### src/rtl/ccr_pkg.sv
package ccr_pkg;

    localparam int ADDR_W     = 6;
    localparam int NBYTES     = 1 << ADDR_W;
    localparam int BYTE_W     = 8;
    localparam int TIME_BYTES = 8;
    localparam int TIME_W     = TIME_BYTES * BYTE_W;

    localparam logic [6:0] DEV_ID_DEF = 7'b1101111;

    localparam logic [ADDR_W-1:0] TIME_BASE = 6'h30;
    localparam logic [ADDR_W-1:0] STAT_ADDR = 6'h3F;

    localparam int WEN_BIT  = 1;
    localparam int RWEN_BIT = 2;
    localparam logic [BYTE_W-1:0] STAT_WMASK = 8'h06;

    typedef logic [ADDR_W-1:0] addr_t;
    typedef logic [BYTE_W-1:0] byte_t;

    typedef enum logic [2:0] {
        SEC_ALM_A, SEC_ALM_B, SEC_CTRL, SEC_TIME, SEC_STAT, SEC_NONE
    } sec_e;

    typedef enum logic [2:0] {
        PH_IDLE, PH_DEV, PH_ADDR, PH_WDATA, PH_RDATA, PH_END
    } phase_e;

    function automatic sec_e sec_of(input addr_t a);
        if (a[5:3] == 3'b000)      return SEC_ALM_A;
        else if (a[5:3] == 3'b001) return SEC_ALM_B;
        else if (a[5:2] == 4'b0100) return SEC_CTRL;
        else if (a[5:3] == 3'b110) return SEC_TIME;
        else if (a == STAT_ADDR)   return SEC_STAT;
        else                       return SEC_NONE;
    endfunction

    // Next address with wraparound confined to the section.
    function automatic addr_t next_addr(input addr_t a);
        case (sec_of(a))
            SEC_ALM_A, SEC_ALM_B, SEC_TIME: return {a[5:3], a[2:0] + 3'd1};
            SEC_CTRL:                       return {a[5:2], a[1:0] + 2'd1};
            SEC_STAT:                       return a;
            default:                        return a + addr_t'(1);
        endcase
    endfunction

endpackage

### src/rtl/ccr_ptr.sv
module ccr_ptr
    import ccr_pkg::*;
(
    input  logic  clk,
    input  logic  rst,
    input  logic  load,
    input  addr_t load_addr,
    input  logic  adv,
    output addr_t ptr
);

    always_ff @(posedge clk) begin
        if (rst)       ptr <= '0;
        else if (load) ptr <= load_addr;
        else if (adv)  ptr <= next_addr(ptr);
    end


    sect_wrap_chk: assert property (@(posedge clk) disable iff (rst)
        (adv && !load && sec_of(ptr) != SEC_NONE) |=> sec_of(ptr) == $past(sec_of(ptr)));

endmodule

### src/rtl/ccr_stage.sv
module ccr_stage
    import ccr_pkg::*;
(
    input  logic                    clk,
    input  logic                    rst,
    input  logic                    clr,
    input  logic                    wr_en,
    input  addr_t                   wr_addr,
    input  byte_t                   wr_data,
    output logic [NBYTES-1:0][BYTE_W-1:0] stg_data,
    output logic [NBYTES-1:0]       stg_mask
);

    for (genvar i = 0; i < NBYTES; i++) begin : g_slot
        localparam sec_e S = sec_of(addr_t'(i));
        if (S != SEC_NONE) begin : g_live
            always_ff @(posedge clk) begin
                if (rst || clr) begin
                    stg_mask[i] <= 1'b0;
                    stg_data[i] <= '0;
                end else if (wr_en && wr_addr == addr_t'(i)) begin
                    stg_mask[i] <= 1'b1;
                    stg_data[i] <= wr_data;
                end
            end
        end else begin : g_hole
            assign stg_mask[i] = 1'b0;
            assign stg_data[i] = '0;
        end
    end

endmodule

### src/rtl/ccr_store.sv
module ccr_store
    import ccr_pkg::*;
(
    input  logic                    clk,
    input  logic                    rst,
    input  logic                    commit,
    input  logic                    snap_en,
    input  logic [TIME_W-1:0]       time_live,
    input  logic [NBYTES-1:0][BYTE_W-1:0] stg_data,
    input  logic [NBYTES-1:0]       stg_mask,
    input  addr_t                   rd_addr,
    output byte_t                   rd_data,
    output logic                    tm_load,
    output logic [TIME_W-1:0]       tm_wdata,
    output logic [TIME_BYTES-1:0]   tm_wmask
);

    logic [NBYTES-1:0][BYTE_W-1:0] view;
    logic [TIME_W-1:0]             snap_v;
    logic [TIME_W-1:0]             tdata_d;
    logic [TIME_BYTES-1:0]         tmask_d;
    byte_t                         stat_q;
    logic                          prot_ok;

    assign prot_ok = stat_q[WEN_BIT] & stat_q[RWEN_BIT];

    for (genvar i = 0; i < NBYTES; i++) begin : g_byte
        localparam sec_e S = sec_of(addr_t'(i));
        if (S == SEC_ALM_A || S == SEC_ALM_B || S == SEC_CTRL) begin : g_reg
            byte_t q;
            always_ff @(posedge clk) begin
                if (rst)                              q <= '0;
                else if (commit && prot_ok && stg_mask[i]) q <= stg_data[i];
            end
            assign view[i] = q;
        end else if (S == SEC_TIME) begin : g_time
            localparam int K = i - int'(TIME_BASE);
            byte_t q;
            always_ff @(posedge clk) begin
                if (rst)          q <= '0;
                else if (snap_en) q <= time_live[K*BYTE_W +: BYTE_W];
            end
            assign view[i]                  = q;
            assign snap_v[K*BYTE_W +: BYTE_W] = q;
            assign tdata_d[K*BYTE_W +: BYTE_W] = stg_data[i];
            assign tmask_d[K]               = stg_mask[i];
        end else if (S == SEC_STAT) begin : g_stat
            always_ff @(posedge clk) begin
                if (rst)                         stat_q <= '0;
                else if (commit && stg_mask[i])  stat_q <= stg_data[i] & STAT_WMASK;
            end
            assign view[i] = stat_q;
        end else begin : g_hole
            logic unused_hole;
            assign unused_hole = ^{stg_data[i], stg_mask[i]};
            assign view[i]     = '0;
        end
    end

    assign rd_data = view[rd_addr];

    always_ff @(posedge clk) begin
        if (rst) begin
            tm_load  <= 1'b0;
            tm_wdata <= '0;
            tm_wmask <= '0;
        end else begin
            tm_load <= commit && prot_ok && (|tmask_d);
            if (commit && prot_ok) begin
                tm_wdata <= tdata_d;
                tm_wmask <= tmask_d;
            end
        end
    end


    locked_noload_chk: assert property (@(posedge clk) disable iff (rst)
        (commit && !prot_ok) |=> !tm_load);


    stat_hold_chk: assert property (@(posedge clk) disable iff (rst)
        !commit |=> $stable(stat_q));


    snap_hold_chk: assert property (@(posedge clk) disable iff (rst)
        !snap_en |=> $stable(snap_v));

endmodule

### src/rtl/ccr_access.sv
module ccr_access
    import ccr_pkg::*;
#(
    parameter logic [6:0] DEV_ID = DEV_ID_DEF
) (
    input  logic                  clk,
    input  logic                  rst,
    input  logic                  ev_start,
    input  logic                  ev_devsel,
    input  logic                  ev_byte_wr,
    input  logic                  ev_byte_rd,
    input  logic                  ev_stop,
    input  logic [7:0]            bus_byte,
    input  logic [TIME_W-1:0]     time_live,
    output logic [7:0]            rd_byte,
    output logic                  rd_valid,
    output logic                  tm_load,
    output logic [TIME_W-1:0]     tm_wdata,
    output logic [TIME_BYTES-1:0] tm_wmask
);

    phase_e phase;
    addr_t  ptr;
    byte_t  rdata;
    logic   dev_hit, snap_en, ptr_load, stg_wr, rd_go, adv, stg_clr;
    logic [NBYTES-1:0][BYTE_W-1:0] stg_data;
    logic [NBYTES-1:0]             stg_mask;

    assign dev_hit  = ev_devsel && phase == PH_DEV && bus_byte[7:1] == DEV_ID;
    assign snap_en  = dev_hit && bus_byte[0];
    assign ptr_load = ev_byte_wr && phase == PH_ADDR;
    assign stg_wr   = ev_byte_wr && phase == PH_WDATA;
    assign rd_go    = ev_byte_rd && phase == PH_RDATA;
    assign adv      = stg_wr || rd_go;
    assign stg_clr  = ev_start || ev_stop;

    always_ff @(posedge clk) begin
        if (rst || ev_stop) begin
            phase <= PH_IDLE;
        end else if (ev_start) begin
            phase <= PH_DEV;
        end else if (ev_devsel && phase == PH_DEV) begin
            if (!dev_hit)         phase <= PH_IDLE;
            else if (bus_byte[0]) phase <= PH_RDATA;
            else                  phase <= PH_ADDR;
        end else if (ptr_load) begin
            phase <= PH_WDATA;
        end else if (adv && sec_of(ptr) == SEC_STAT) begin
            phase <= PH_END;
        end
    end

    always_ff @(posedge clk) begin
        if (rst) begin
            rd_valid <= 1'b0;
            rd_byte  <= '0;
        end else begin
            rd_valid <= rd_go;
            if (rd_go) rd_byte <= rdata;
        end
    end

    ccr_ptr u_ptr (
        .clk(clk), .rst(rst), .load(ptr_load), .load_addr(bus_byte[ADDR_W-1:0]),
        .adv(adv), .ptr(ptr)
    );

    ccr_stage u_stage (
        .clk(clk), .rst(rst), .clr(stg_clr), .wr_en(stg_wr), .wr_addr(ptr),
        .wr_data(bus_byte), .stg_data(stg_data), .stg_mask(stg_mask)
    );

    ccr_store u_store (
        .clk(clk), .rst(rst), .commit(ev_stop), .snap_en(snap_en),
        .time_live(time_live), .stg_data(stg_data), .stg_mask(stg_mask),
        .rd_addr(ptr), .rd_data(rdata), .tm_load(tm_load),
        .tm_wdata(tm_wdata), .tm_wmask(tm_wmask)
    );


    ev_onehot_chk: assert property (@(posedge clk) disable iff (rst)
        $onehot0({ev_start, ev_devsel, ev_byte_wr, ev_byte_rd, ev_stop}));


    rd_src_chk: assert property (@(posedge clk) disable iff (rst)
        rd_valid |-> $past(ev_byte_rd));


    stat_end_chk: assert property (@(posedge clk) disable iff (rst)
        (phase == PH_END && ev_byte_rd) |=> !rd_valid);

endmodule

### config.mk
export PLATFORM = sky130hd
export DESIGN_NAME = ccr_access
export DESIGN_NICKNAME = d
export VERILOG_FILES = /design/src/rtl/ccr_pkg.sv /design/src/rtl/ccr_ptr.sv /design/src/rtl/ccr_stage.sv /design/src/rtl/ccr_store.sv /design/src/rtl/ccr_access.sv
export SDC_FILE = /design/constraint.sdc
export NUM_CORES = 1
export LEC_CHECK = 0
export BUFFER_PORTS_ARGS = -buffer_cell sky130_fd_sc_hd__buf_2
export CORE_MARGIN = 4
export CORE_UTILIZATION = 49
export DETAILED_ROUTE_END_ITERATION = 6
export GPL_TIMING_DRIVEN = 0
export PLACE_DENSITY = 0.63
export SYNTH_ARGS = -nofsm -noshare
export SYNTH_HDL_FRONTEND = slang
export SYNTH_HIERARCHICAL = 1
export SYNTH_SLANG_ARGS = --single-unit
### constraint.sdc
create_clock -name clk -period 5.22 [get_ports clk]
set_input_delay 1.044 -clock clk [delete_from_list [all_inputs] [get_ports clk]]
set_output_delay 1.044 -clock clk [all_outputs]
set_load 0.01 [all_outputs]
# == After elaboration in Yosys (flattened, before gate mapping) ==
# Index checks and enable logic that the tools add are counted.
# word_totals
ff_bits,573
in_bits,79
output_inout_bits,82
elab_cells,244
# classes
n_addsub,3
n_lt_le_gt_ge,1
eq_ne,44
mux,23
n_bitwise,1
reduce_logical,75
# op_table
op,count
$logic_and A1 B1 Y1,59
$eq A6 B6 Y1 const B,9
$bmux W8 S6,1
$eq A6 B4 Y1 const B,8
$mux W3,16
$eq A6 B3 Y1 const B,4
$eq A6 B5 Y1 const B,4
$pmux W6 S3,1
$eq A3 B2 Y1 const B,4
$eq A3 B3 Y1 const B,4
$eq A6 B2 Y1 const B,2
$mux W6,2
$eq A3 B1 Y1 const B,3
$mux W8,1
$reduce_or A8 Y1,1
$eq A7 B7 Y1 const B,1
$lt A6 B7 Y1 const B,1
$add A6 B1 Y6 const B,1
$eq A6 B1 Y1 const B,1
$logic_not A3 Y1,2
$logic_not A6 Y1,1
$ne A2 B2 Y1 const B,3
$eq A4 B3 Y1 const B,1
$logic_or A1 B1 Y1,4
12 further kinds,13

# == Logic depth before layout (Yosys ltp) ==
# logic_depth
ltp_word,16
ltp_mapped,9

# == Cells and area by module ==
# The synthesis kept the hierarchy.
# modules_own_cells
mod,instances,cells_per_inst,area_per_inst_um2,seq_area_each_um2
ccr_store,1,1487,12499.5,5985.7
ccr_stage,1,1236,11946.5,5225.0
ccr_access,1,64,520.5,240.2
ccr_ptr,1,54,435.4,120.1

# == Least setup slack after synthesis ==
# OpenSTA, ideal clock, no wires.
# synth_timing
path_type,in2reg
from,input port ev_byte_rd
to,register u_ptr.ptr[3]
arrival_time_ns,2.241
required_time_ns,5.100
slack_ns,2.859
path_stages,7
path_buffers,1
cell_sequence,nand4bb_1 > clkbuf_1 > nand2_1 > o21a_1 > o211ai_2 > o21a_1 > o31a_1
# synth_between
elab_chain_cells,4
# synth_lines
item,line,source
start: declaration,ccr_access.sv:11,"input logic ev_byte_rd,"
$logic_and A1 B1 Y1,ccr_access.sv:33,assign rd_go = ev_byte_rd && phase == PH_RDATA;
$logic_or A1 B1 Y1,ccr_access.sv:34,assign adv = stg_wr || rd_go;
named net adv,ccr_access.sv:25,"logic dev_hit, snap_en, ptr_load, stg_wr, rd_go, adv, stg_clr;"
$reduce_bool A2 Y1 (no line),--,
$reduce_and A4 Y1 (no line),--,
end signal: assignment,ccr_ptr.sv:14,else if (load) ptr <= load_addr;
end signal: assignment,ccr_ptr.sv:15,else if (adv) ptr <= next_addr(ptr);
end: declaration,ccr_ptr.sv:9,output addr_t ptr
# The timed path passes the listed nets, and every way through them passes these cells.
# A chain may end at the register's enable or synchronous reset.

# == Worst setup path in the final report ==
# layout_timing
from,input port ev_stop
to,register u_stage/stg_data[126] (netlist bit)
# layout_between
elab_chain_cells,2
# layout_lines
item,line,source
start: declaration,ccr_access.sv:12,"input logic ev_stop,"
$logic_or A1 B1 Y1,ccr_access.sv:35,assign stg_clr = ev_start || ev_stop;
named net stg_clr,ccr_access.sv:25,
$logic_or A1 B1 Y1,ccr_stage.sv:18,if (rst || clr) begin
end signal: indexed assignment,ccr_stage.sv:23,stg_data[i] <= wr_data;
end: declaration,ccr_stage.sv:10,"output logic [NBYTES-1:0][BYTE_W-1:0] stg_data,"
# The timed path passes the listed nets, and every way through them passes these cells.

==> summary.txt <==
Finish
  • # nets final: 2806
  • Share of layout cells above drive strength 1: 15.1%
  • Filler Cell Count: 4158
  • Area Growth Syn to Fin: 15.3%

Yosys
  • Post-synthesis area per instance: 9.11 µm²
  • Synth Warn #: 6
  • Syn_nets: ~2600
  • Netlist Area Pre-Place: around 0.023 mm²
  • Synth Instances: 2507

Setup path
  • Reg2reg setup slack: 2.82 ns
  • CP peak stage delay: 0.77 ns
  • Cells along the critical path: buf_2 > or2_2 > nor2_4 > nand2_1 > clkbuf_1 > clkbuf_1 > mux2i_1
  • Type of the worst setup path: in2reg
  • CP Launch Point: ev_stop
  • WP data arrival: 3.26 ns
  • CP delay by family, top: buffers and inverters
  • Crit-path max FO: 10
  • Most used cell, CP: clkbuf_1
  • WP data required: 5.66 ns
  • Crit end category: register
  • Levels on crit path: 7
  • WP buf/inv: 3
  • Worst R2R End: rd_byte[0]$_SDFFE_PP0P_
  • Worst setup SP type: input pin
  • Worst flop-to-flop path startpoint: u_ptr/ptr[1]$_SDFFE_PP0P_
  • CP max stage cell: clkbuf_1
  • FF-to-FF path depth: 8

Routing
  • 1st-iter DRT viols: 1380
  • DRT Pass-1 Iters: 6
  • Total number of vias: about 18000
  • Routed Antenna Nets: 0
  • Average wire per standard cell: roughly 20 µm
  • Routed vias/inst: 5.41
  • Post-route DRC: 0
  • Final wirelength: 66600 µm

Timing
  • Final Cycle Share: roughly 54%
  • Tmin final: 2.82 ns
  • Slew margin rel.: ~25%
  • Hold slack: 0.450 ns
  • Final setup violation count: 0
  • Max Freq: 0.355 GHz
  • Final hold viol count: 0
  • Fin Clk Skew: 0.0132 ns
  • RSZ-0062 raised after global routing: false
  • Worst Tran Pin Value: 1.11 ns
  • Slew Limit Fails: 0
  • Setup_tns: 0 ns

Clocking
  • H-tree depth: 2
  • Clk buf depth: 3
  • CTS sink count: 572
  • Hold-fix buffers at CTS: 0
  • Worst-Skew Late Latency: 0.61 ns
  • Post-CTS setup buffer count: 0
  • Clk slew on worst S/H paths: around 0.06 ns
  • Post-cts gate resize count: 0
  • Clock root cell: clkbuf_16
  • CTS Buf Count: 57
  • CTS tree: yes

Min path
  • Worst hold stages: 2
  • Worst hold path type: reg2reg
  • Min-Delay Startpoint: u_store/tm_wdata[12]$_SDFFE_PP0P_
  • Hold Path End: u_store/tm_wdata[12]$_SDFFE_PP0P_

Global routing
  • Initial antenna violation count: 5
  • Largest net degree at the start of global routing: 22
  • Total GRT Usage: around a quarter
  • Vias in the first global route: 17900
  • First-pass GRT wire length: roughly 100000 µm
  • Remaining Overflow, GRT: 0

Power and ir drop
  • Leakage: around 11 nW
  • Pwr dens: approximately 330 mW/mm²
  • VDD IR-drop max: 0.000268 V

Die
  • Placement Rows: 78
  • Initial Utilization: 50.0%
  • Die Span Y: roughly 220 µm
  • Die ar.: roughly 0.050 mm²
  • I/O Pins: 161
  • DIE WIDTH: 224 µm
  • Core box area: between 0.04 and 0.05 mm²

Placed design
  • Final GP Congestion: 0.914
  • PortBufs: 160
  • Final HPWL DP: 48200 µm

Run status
  • Status: finished, final reports clean

Job
  • # Max-Cap Violations: 0
-- metal layers --
metal | share of wire, % | global-route usage (%) | vias to the layer above
met1 | 45 | 35.8 | 8796
met3 | 6.0 | 4.73 | 117
li1 | - | - | 8841
met5 | 0.060 | 0 | -
met2 | 46 | 42.2 | 480
met4 | 2.7 | 7.10 | 4
-- how the worst max path moves through the flow --
stage	slack, ns	endpoint
floorplan	2.86	u_ptr/ptr[3]$_SDFFE_PP0P_
global route	2.33	u_stage/stg_data[120]$_SDFFE_PP0P_
finish	2.40	u_stage/stg_data[126]$_SDFFE_PP0P_
global placement	1.86	u_stage/stg_data[134]$_SDFFE_PP0P_
CTS	2.45	u_stage/stg_data[126]$_SDFFE_PP0P_
detailed placement	1.82	u_stage/stg_data[126]$_SDFFE_PP0P_
-- where the power goes --
part | switching [mW] | internal (mW) | total, mW | leakage (nW)
Clock | 1.73 | 2.49 | 4.22 | 0.963
Sequential | 0.000622 | 4.36 | 4.37 | 4.60
Combinational | 0.127 | 0.0402 | 0.168 | 5.28
-- flip-flops by register name (all words and copies together) (netlist names), 6 cells and up --
name,flops
u_store/g_byte.g_time.q,64
u_stage/stg_mask,29
rd_byte,8
u_store/g_byte.g_reg.q,160
u_store/tm_wmask,8
u_stage/stg_data,226
u_ptr/ptr,6
u_store/tm_wdata,64
-- final cells by class --
| type | count | area, µm² | area share (%) |
|---|---|---|---|
| Antenna cell | 3 | 7.51 | 0.0285 |
| Buffer | 197 | 1150 | 4.35 |
| Clock buffer | 74 | 1590 | 6.04 |
| Clock inverter | 29 | 340 | 1.29 |
| Inverter | 29 | 109 | 0.414 |
| Multi-Input combinational cell | 1709 | 10100 | 38.5 |
| Sequential cell | 572 | 11500 | 43.5 |
| Tap cell | 600 | 751 | 2.85 |
| Timing Repair Buffer | 160 | 801 | 3.04 |
-- stage by stage --
stage	instances	utilization (%)	cell area (µm²)	setup slack [ns]	power, mW
after CTS	3370	57.6	26300	2.45	8.82
after floorplan	2507	-	22800	2.86	4.53
after global routing	3371	57.6	26300	2.33	9.02
after detailed placement	3267	53.4	24400	1.82	4.63
final	3373	57.6	26300	2.40	8.75
after global placement	3267	53.4	24400	1.86	4.63
-- tightest hold or removal path: stages, from the launching register on --
cell	delay, ns
dfxtp_1	0.30
nand2_1	0.05
a21oi_1	0.05
-- layout by cell type (no fill, tap or decap), types with 19 or more instances in the layout --
cell type	instances
nand2_1	753
dfxtp_1	572
mux2i_1	387
a21oi_1	277
buf_2	227
clkbuf_1	84
nor2_1	82
clkbuf_16	57
a22oi_1	44
nand3_1	33
inv_1	29
nand4_1	25
buf_6	24
and2_1	23
buf_4	19
(Power assumes the default switching activity.)
